--- config.mk ---
export PLATFORM = sky130hd
export DESIGN_NAME = pe_sync_seq
export DESIGN_NICKNAME = d
export VERILOG_FILES = /design/src/rtl/pe_sync_pkg.sv /design/src/rtl/pe_dly_tmr.sv /design/src/rtl/pe_tx_sel.sv /design/src/rtl/pe_try_ctr.sv /design/src/rtl/pe_sync_seq.sv
export SDC_FILE = /design/constraint.sdc
export NUM_CORES = 1
export LEC_CHECK = 0
export ABC_AREA = 0
export BUFFER_PORTS_ARGS = -buffer_cell sky130_fd_sc_hd__buf_2
export CAP_MARGIN = 20
export CORE_MARGIN = 1.5
export CORE_UTILIZATION = 50
export DETAILED_ROUTE_END_ITERATION = 7
export GPL_ROUTABILITY_DRIVEN = 0
export HOLD_SLACK_MARGIN = 0.03
export PLACE_DENSITY = 0.8
export SLEW_MARGIN = 20
export SYNTH_ARGS = -nofsm -noshare
export SYNTH_HDL_FRONTEND = slang
export SYNTH_HIERARCHICAL = 1
export SYNTH_SLANG_ARGS = --single-unit
--- constraint.sdc ---
create_clock -name clk_i -period 5 [get_ports clk_i]
set_clock_uncertainty 0.1 [all_clocks]
set_input_delay 0.5 -clock clk_i [delete_from_list [all_inputs] [get_ports clk_i]]
set_output_delay 0.5 -clock clk_i [all_outputs]
set_load 0.01 [all_outputs]
--- src/rtl/pe_sync_pkg.sv ---
package pe_sync_pkg;
  typedef enum logic [2:0] {
    ST_IDLE, ST_RST_HI, ST_SETTLE, ST_XFER, ST_SLIP, ST_POST
  } st_e;

  typedef enum logic [1:0] {SL_B1, SL_B2, SL_B3, SL_B4} slot_e;

  localparam logic [7:0] PE_OP   = 8'hAC;
  localparam logic [7:0] PE_SYNC = 8'h53;
  localparam logic [7:0] PE_FILL = 8'h00;
endpackage

--- src/rtl/pe_dly_tmr.sv ---
module pe_dly_tmr #(
  parameter int unsigned W = 16
) (
  input  logic         clk_i,
  input  logic         rst_ni,
  input  logic         load_i,
  input  logic [W-1:0] val_i,
  output logic         zero_o
);
  logic [W-1:0] cnt_q;

  always_ff @(posedge clk_i or negedge rst_ni) begin
    if (!rst_ni)             cnt_q <= '0;
    else if (load_i)         cnt_q <= val_i;
    else if (cnt_q != '0)    cnt_q <= cnt_q - 1'b1;
  end

  assign zero_o = (cnt_q == '0);
endmodule

--- src/rtl/pe_tx_sel.sv ---
module pe_tx_sel
  import pe_sync_pkg::*;
(
  input  slot_e       slot_i,
  output logic [7:0]  byte_o
);
  always_comb begin
    unique case (slot_i)
      SL_B1:   byte_o = PE_OP;
      SL_B2:   byte_o = PE_SYNC;
      default: byte_o = PE_FILL;
    endcase
  end
endmodule

--- src/rtl/pe_try_ctr.sv ---
module pe_try_ctr #(
  parameter int unsigned MAX_TRIES = 32,
  parameter int unsigned W         = 6
) (
  input  logic         clk_i,
  input  logic         rst_ni,
  input  logic         clr_i,
  input  logic         inc_i,
  output logic [W-1:0] cnt_o,
  output logic         last_o
);
  localparam logic [W-1:0] LIMIT = W'(MAX_TRIES);
  logic [W-1:0] cnt_q;

  always_ff @(posedge clk_i or negedge rst_ni) begin
    if (!rst_ni)                     cnt_q <= '0;
    else if (clr_i)                  cnt_q <= '0;
    else if (inc_i && cnt_q != LIMIT) cnt_q <= cnt_q + 1'b1;
  end

  assign cnt_o  = cnt_q;
  assign last_o = (cnt_q == LIMIT);
endmodule

--- src/rtl/pe_sync_seq.sv ---
module pe_sync_seq
  import pe_sync_pkg::*;
#(
  parameter int unsigned DLY_W     = 16,
  parameter int unsigned MAX_TRIES = 32,
  localparam int unsigned ATT_W    = $clog2(MAX_TRIES + 1)
) (
  input  logic             clk_i,
  input  logic             rst_ni,
  input  logic             start_i,
  input  logic [DLY_W-1:0] rst_hold_i,
  input  logic [DLY_W-1:0] settle_i,
  input  logic [DLY_W-1:0] post_i,
  output logic             tgt_rst_o,
  output logic             spi_req_o,
  output logic [7:0]       spi_tx_o,
  input  logic             spi_ack_i,
  input  logic [7:0]       spi_rx_i,
  output logic             sck_pulse_req_o,
  input  logic             sck_pulse_ack_i,
  output logic             busy_o,
  output logic             done_o,
  output logic             sync_ok_o,
  output logic [ATT_W-1:0] tries_o
);
  st_e              st_q, st_d;
  slot_e            slot_q, slot_d;
  logic             ok_q, ok_d;
  logic             done_q, done_d;
  logic             tmr_load, tmr_zero;
  logic [DLY_W-1:0] tmr_val;
  logic             try_clr, try_inc, try_last;

  pe_dly_tmr #(.W(DLY_W)) i_tmr (
    .clk_i  (clk_i),
    .rst_ni (rst_ni),
    .load_i (tmr_load),
    .val_i  (tmr_val),
    .zero_o (tmr_zero)
  );

  pe_try_ctr #(.MAX_TRIES(MAX_TRIES), .W(ATT_W)) i_try (
    .clk_i  (clk_i),
    .rst_ni (rst_ni),
    .clr_i  (try_clr),
    .inc_i  (try_inc),
    .cnt_o  (tries_o),
    .last_o (try_last)
  );

  pe_tx_sel i_tx (
    .slot_i (slot_q),
    .byte_o (spi_tx_o)
  );

  always_comb begin
    st_d     = st_q;
    slot_d   = slot_q;
    ok_d     = ok_q;
    done_d   = 1'b0;
    tmr_load = 1'b0;
    tmr_val  = '0;
    try_clr  = 1'b0;
    try_inc  = 1'b0;
    unique case (st_q)
      ST_IDLE: if (start_i) begin
        st_d     = ST_RST_HI;
        tmr_load = 1'b1;
        tmr_val  = rst_hold_i;
        try_clr  = 1'b1;
        ok_d     = 1'b0;
        slot_d   = SL_B1;
      end
      ST_RST_HI: if (tmr_zero) begin
        st_d     = ST_SETTLE;
        tmr_load = 1'b1;
        tmr_val  = settle_i;
      end
      ST_SETTLE: if (tmr_zero) begin
        st_d   = ST_XFER;
        slot_d = SL_B1;
      end
      ST_XFER: if (spi_ack_i) begin
        unique case (slot_q)
          SL_B1: slot_d = SL_B2;
          SL_B2: slot_d = SL_B3;
          SL_B3: begin
            slot_d  = SL_B4;
            try_inc = 1'b1;
            if (spi_rx_i == PE_SYNC) ok_d = 1'b1;
          end
          SL_B4: begin
            // echo seen or attempts used up: finish, else slip one bit
            if (ok_q || try_last) begin
              st_d     = ST_POST;
              tmr_load = 1'b1;
              tmr_val  = post_i;
            end else begin
              st_d = ST_SLIP;
            end
          end
        endcase
      end
      ST_SLIP: if (sck_pulse_ack_i) begin
        st_d   = ST_XFER;
        slot_d = SL_B1;
      end
      ST_POST: if (tmr_zero) begin
        st_d   = ST_IDLE;
        done_d = 1'b1;
      end
      default: st_d = ST_IDLE;
    endcase
  end

  always_ff @(posedge clk_i or negedge rst_ni) begin
    if (!rst_ni) begin
      st_q   <= ST_IDLE;
      slot_q <= SL_B1;
      ok_q   <= 1'b0;
      done_q <= 1'b0;
    end else begin
      st_q   <= st_d;
      slot_q <= slot_d;
      ok_q   <= ok_d;
      done_q <= done_d;
    end
  end

  assign tgt_rst_o       = (st_q == ST_RST_HI);
  assign spi_req_o       = (st_q == ST_XFER);
  assign sck_pulse_req_o = (st_q == ST_SLIP);
  assign busy_o          = (st_q != ST_IDLE);
  assign done_o          = done_q;
  assign sync_ok_o       = ok_q;
endmodule

**After elaboration in Yosys (flattened, before gate mapping)**

Index checks and enable logic that the tools add are counted.

- $add $sub $neg: 2
- Equal/unequal tests: 21
- Muxes and demuxes: 42
- Reduce and logical (&&, ||, !) cells: 14

Operator list:

| operator | number |
|---|---|
| 2-to-1 mux 16 bit | 7 |
| one-hot mux 16 bit (3 select lines) | 1 |
| 2-to-1 mux 3 bit | 7 |
| one-hot mux 3 bit (6 select lines) | 1 |
| zero test 16 bit | 1 |
| != test 2 x 1 -> 1 bit, second input constant | 8 |
| one-hot mux 8 bit (2 select lines) | 1 |
| nonzero test 16 bit | 1 |
| subtractor 16 x 1 -> 16 bit, second input constant | 1 |
| 2-to-1 mux 1 bit | 15 |
| 2-to-1 mux 6 bit | 2 |
| equality test 8 x 7 -> 1 bit, second input constant | 1 |
| 2-to-1 mux 2 bit | 4 |
| one-hot mux 2 bit (4 select lines) | 1 |
| AND reduction 7 bit | 1 |
| adder 6 x 1 -> 6 bit, second input constant | 1 |
| equality test 3 x 2 -> 1 bit, second input constant | 2 |
| equality test 3 bit, second input constant | 2 |
| equality test 6 bit, second input constant | 1 |
| != test 6 bit, second input constant | 1 |
| one-hot mux 2 bit (3 select lines) | 1 |
| AND reduction 6 bit | 1 |
| nonzero test 2 bit | 3 |
| AND reduction 5 bit | 1 |
| 13 further kinds | 14 |

- Register bits: 29
- Input bits: 61
- Output and inout bits: 20
- Word-level logic and storage cells: 85

**Depth between registers and ports, before layout**

- Depth after elaboration: 7
- Gate-level depth with buffers: 13
- Depth with buffers taken out: 10

**Hierarchy**

Netlist, hierarchy kept.

By module, submodules not included:

| module | times used | cells an instance | area each (um^2) | sequential area each (um^2) |
|---|---|---|---|---|
| pe_dly_tmr | 1 | 104 | 1006.0 | 400.4 |
| pe_sync_seq | 1 | 123 | 895.9 | 175.2 |
| pe_try_ctr | 1 | 40 | 382.9 | 150.1 |
| pe_tx_sel | 1 | 8 | 57.6 | 0.0 |

**Least setup slack after synthesis**

OpenSTA, ideal clock, no wires.

- Kind: register to register
- Start point: reg i_tmr.cnt_q[0]
- End point: reg i_tmr.cnt_q[6]
- Library setup time: 142 ps
- Data arrival time: 2814 ps
- Data required time: 4758 ps
- Path slack: 1945 ps
- Stages on the path, launching flop included: 13
- Buffers on the path: 3
- Period minus slack after synthesis: 3055 ps
- Path through: dfrtp_1 inv_1 ha_1 nor3b_4 nand3_2 nor2_1 nor3b_4 buf_4 nor2_1 nand2_1 clkbuf_1 clkbuf_1 o221ai_1

- Word-level cells in the longest chain between the ends: 4
- Elaborated cells between the ends (all ways): 10
- Those cells by class: add/sub (1); mux (6); reduce/logical (3)

Ends and longest elaborated chain:

| element | line | text |
|---|---|---|
| start, declared | pe_dly_tmr.sv:10 | `logic [W-1:0] cnt_q;` |
| start signal, assigned | pe_dly_tmr.sv:14 | `else if (load_i) cnt_q <= val_i;` |
| start signal, assigned | pe_dly_tmr.sv:15 | `else if (cnt_q != '0) cnt_q <= cnt_q - 1'b1;` |
| zero test 16 bit * | pe_dly_tmr.sv:18 | `assign zero_o = (cnt_q == '0);` |
| net tmr_zero | pe_sync_seq.sv:30 | `logic tmr_load, tmr_zero;` |
| 2-to-1 mux 1 bit * | pe_sync_seq.sv:74 | `ST_RST_HI: if (tmr_zero) begin` |
| one-hot mux 1 bit (3 select lines) * | pe_sync_seq.sv:65 | `unique case (st_q)` |
| net tmr_load | pe_sync_seq.sv:30 |  |
| 2-to-1 mux 16 bit or nonzero test 2 bit (tied branches) | - |  |

The timed path passes the listed nets; every way through them passes the cells marked *. The select of a mux whose other input is x is not followed.
A chain may end at the register's enable or synchronous reset.

**Worst setup path in the final report**

- Start point: reg i_tmr.cnt_q[0]
- End point: reg i_tmr.cnt_q[13]

Same word-level chain as after synthesis.

==> flow_metrics.tcl <==
set metrics [dict create \
    yosysSeqAreaShare_pct 31.0 \
    leakage_uw 0.00134 \
    synth_area_leaders "dfrtp_1 (31%), a22oi_1 (5.4%), inv_1 (4.0%)" \
    asyncSetResetFlopFracSynth_pct 100 \
    grt_pass1_vias 2260 \
    cts_buffers 5 \
    clkLatencyLatePin_ps 280 \
    numPlacedInstances 389 \
    postRouteAntennaNets 0 \
    wl_per_cell_um 14.3 \
    worst_ir_drop_vdd_mv 0.315 \
    grt_overflow_total 0 \
    postSynthAreaPerCell_um2 8.52 \
    slew_viol_final 0 \
    met1_length_mm 2.41 \
    start_util_pct 52.7 \
    layoutNonFillerInstCount 396 \
    num_antenna_cells 0 \
    grt_usage_pct 23.6 \
    postCtsSetupBuffers 0 \
    synth_nets 343 \
    critPathMaxFanout 19 \
    netlist_instances 275 \
    synthesis.area_um2 2340 \
    setup_tns_ps 0 \
    drtIter0Drc 157 \
    wl_met3_um 246 \
    yosysUniqueCellTypes 59 \
    max_freq_mhz 272 \
    synthTopCellsByCount "dfrtp_1 (29), inv_1 (25), nand2_1 (24), a22oi_1 (17), o21ai_1 (17)" \
    die_y_um 71.4 \
    setup_violations 0 \
    cts_buffer_depth 2 \
    max_stage_delay_ps 670 \
    synthToLayoutAreaGrowth_pct 19.4 \
    ys_ff_latch 29 \
    die_area_um2 5100 \
    route.vias.total 2288 \
    drive_above_1_share_pct 30.8 \
    highest-signal-layer "met4" \
    slew_headroom_pct 47.6 \
    portBuffers 80 \
    io-pin-count 81 \
    dr_wl_met2_mm 2.98 \
    ys.flop_type "dfrtp_1" \
    crit_chain "inv_1 > ha_1 > nor3b_4 > nand3_2 > nor2_1 > nor3b_4 > nor2_1 > nand2_1 > buf_4 > or3_1 > o211a_1" \
    cts_sinks 29 \
    outcome "finished with violations" \
    setup.worst_path.end_class "register" \
    fillCellCount 399 \
    multiInputGateArea_um2 1400 \
    yosysWarnings 6 \
    required_ps 5120 \
    path_clk_slew_ps 60 \
    cts_tree "yes" \
    htreeDepth 2 \
    tightest_slew_ps 786 \
    placed_cell_area_um2 2710 \
    r2r-start "i_tmr/cnt_q[0]" \
    period_share_pct 73.6 \
    synth.most_common_cell "dfrtp_1" \
    max_cap_violations 0 \
    die_w_um 71.4 \
    violations "DRC" \
    yosysTopAreaCellShare_pct 31.0 \
    finalHoldViolCount 0 \
    synth_edf_count 0 \
    yosysTopAreaCell "dfrtp_1" \
    num_rows 24 \
    via_per_inst 5.78 \
    route.detailed.drc 1 \
    rr_worst_depth 11 \
    crit_family "simple AND/OR/NAND/NOR gates" \
    first_pass_iters 6 \
    antenna_found_initial 0 \
    regToRegEndpoint "i_tmr/cnt_q[13]" \
    worst-path-buf-inv 2 \
    fin_crit_ps 3680 \
    path_class "reg -> reg" \
    totalWireLength_mm 5.68 \
    hold_path_class "in -> async" \
    cts_hold_buf 0 \
    grt_max_degree 30 \
    rrSetupSlack_ps 1320 \
    crit_path_top_delay_cell "nor3b_4" \
    layout.area.seq_um2 726 \
    postCtsResizedCells 0 \
    final_area_um2 2800 \
    power_density_nw_per_um2 490 \
    dp_hpwl_mm 4.36 \
    grt_pass1_wl_mm 9.66 \
    startpoint_type "register" \
    core-area_um2 4440 \
    cts-root-buf "clkbuf_8" \
    rsz0062_at_grt "false" \
    worstPathArrival_ps 3800 \
    layout.nets 412 \
]
[cells by family (layout without fill, tap and decap cells)]
family                     after synthesis  in the layout  share of synthesized area [%]
and+or+nand+nor                        104            104                           27.7
AOI/OAI and AO/OA                       75             75                           22.7
buffers and inverters                   46            115                           9.13
DFF                                     29             29                           31.0
xor gates and xnor gates                10             10                           3.74
adders and majority gates                7              7                           3.74
muxes                                    4              4                           1.98
[where the power goes]
group	internal, µW	switching, µW	leakage [µW]
registers	323	151	0.000375
clock network	109	86.6	0.0000443
logic	328	371	0.000923
[routing by layer]
metal	track usage, %	vias to the layer above
li1	-	1127
met1	28.2	1092
met2	42.5	62
met3	5.63	7
met4	6.41	0
met5	0	-
[worst register-to-register path, cell delays in order, from the launching register on]
cell and delay [ps]:
dfrtp_1 410, inv_1 90, ha_1 190, nor3b_4 400, nand3_2 190, nor2_1 330, nor3b_4 670, nor2_1 80
nand2_1 410, buf_4 310, or3_1 250, o211a_1 180
[cells in the final DEF (no fill, tap or decap), types with 3 or more instances in the layout]
cell type	instances
nor3_1	7
inv_1	25
a22oi_1	17
nand2b_1	11
o21ai_1	17
nand4_1	4
a21oi_1	6
nand3_1	6
nor2_1	14
buf_4	3
o21ai_0	8
xnor2_1	8
nor2b_1	4
o31ai_1	3
ha_1	7
buf_2	80
nand4b_1	4
dfrtp_1	29
nand2_1	24
nor4b_1	3
clkbuf_8	6
and3_1	4
o211a_1	6
[state kept, by name (all words and copies together), names as in the netlist]
register	cells
i_tmr/cnt_q	16
i_try/cnt_o	6
st_q	3
slot_q	2
done_o	1
sync_ok_o	1
[how the worst max path moves through the flow]
stage                              start         endpoint  slack, ps  cells after the start
final                     i_tmr/cnt_q[0]  i_tmr/cnt_q[13]       1320                     11
after global routing      i_tmr/cnt_q[0]   i_tmr/cnt_q[7]        970                     11
after CTS                 i_tmr/cnt_q[0]  i_tmr/cnt_q[13]       1340                     11
after detailed placement  i_tmr/cnt_q[0]  i_tmr/cnt_q[14]       1360                     11
after global placement    i_tmr/cnt_q[0]  i_tmr/cnt_q[14]       1530                     11
after floorplan           i_tmr/cnt_q[0]   i_tmr/cnt_q[6]       1940                     12
[cell type report]
class                           count  share of cell area (%)
Multi-Input combinational cell    200                    50.2
Tap cell                           52                    2.33
Sequential cell                    29                    26.0
Inverter                           25                    3.36
Timing Repair Buffer               83                    15.1
Clock buffer                        7                    3.09
[metrics by stage]
step	utilization (%)	power, µW	worst slack (ps)	hold slack (ps)
2_1_floorplan	-	1020	1940	104
3_3_place_gp	61.0	1150	1530	457
3_5_place_dp	61.0	1180	1360	465
4_1_cts	62.9	1370	1340	167
5_1_grt	62.9	1480	967	200
6_report	62.9	1370	1320	142
No activity file was read; power rests on OpenSTA's default activity.
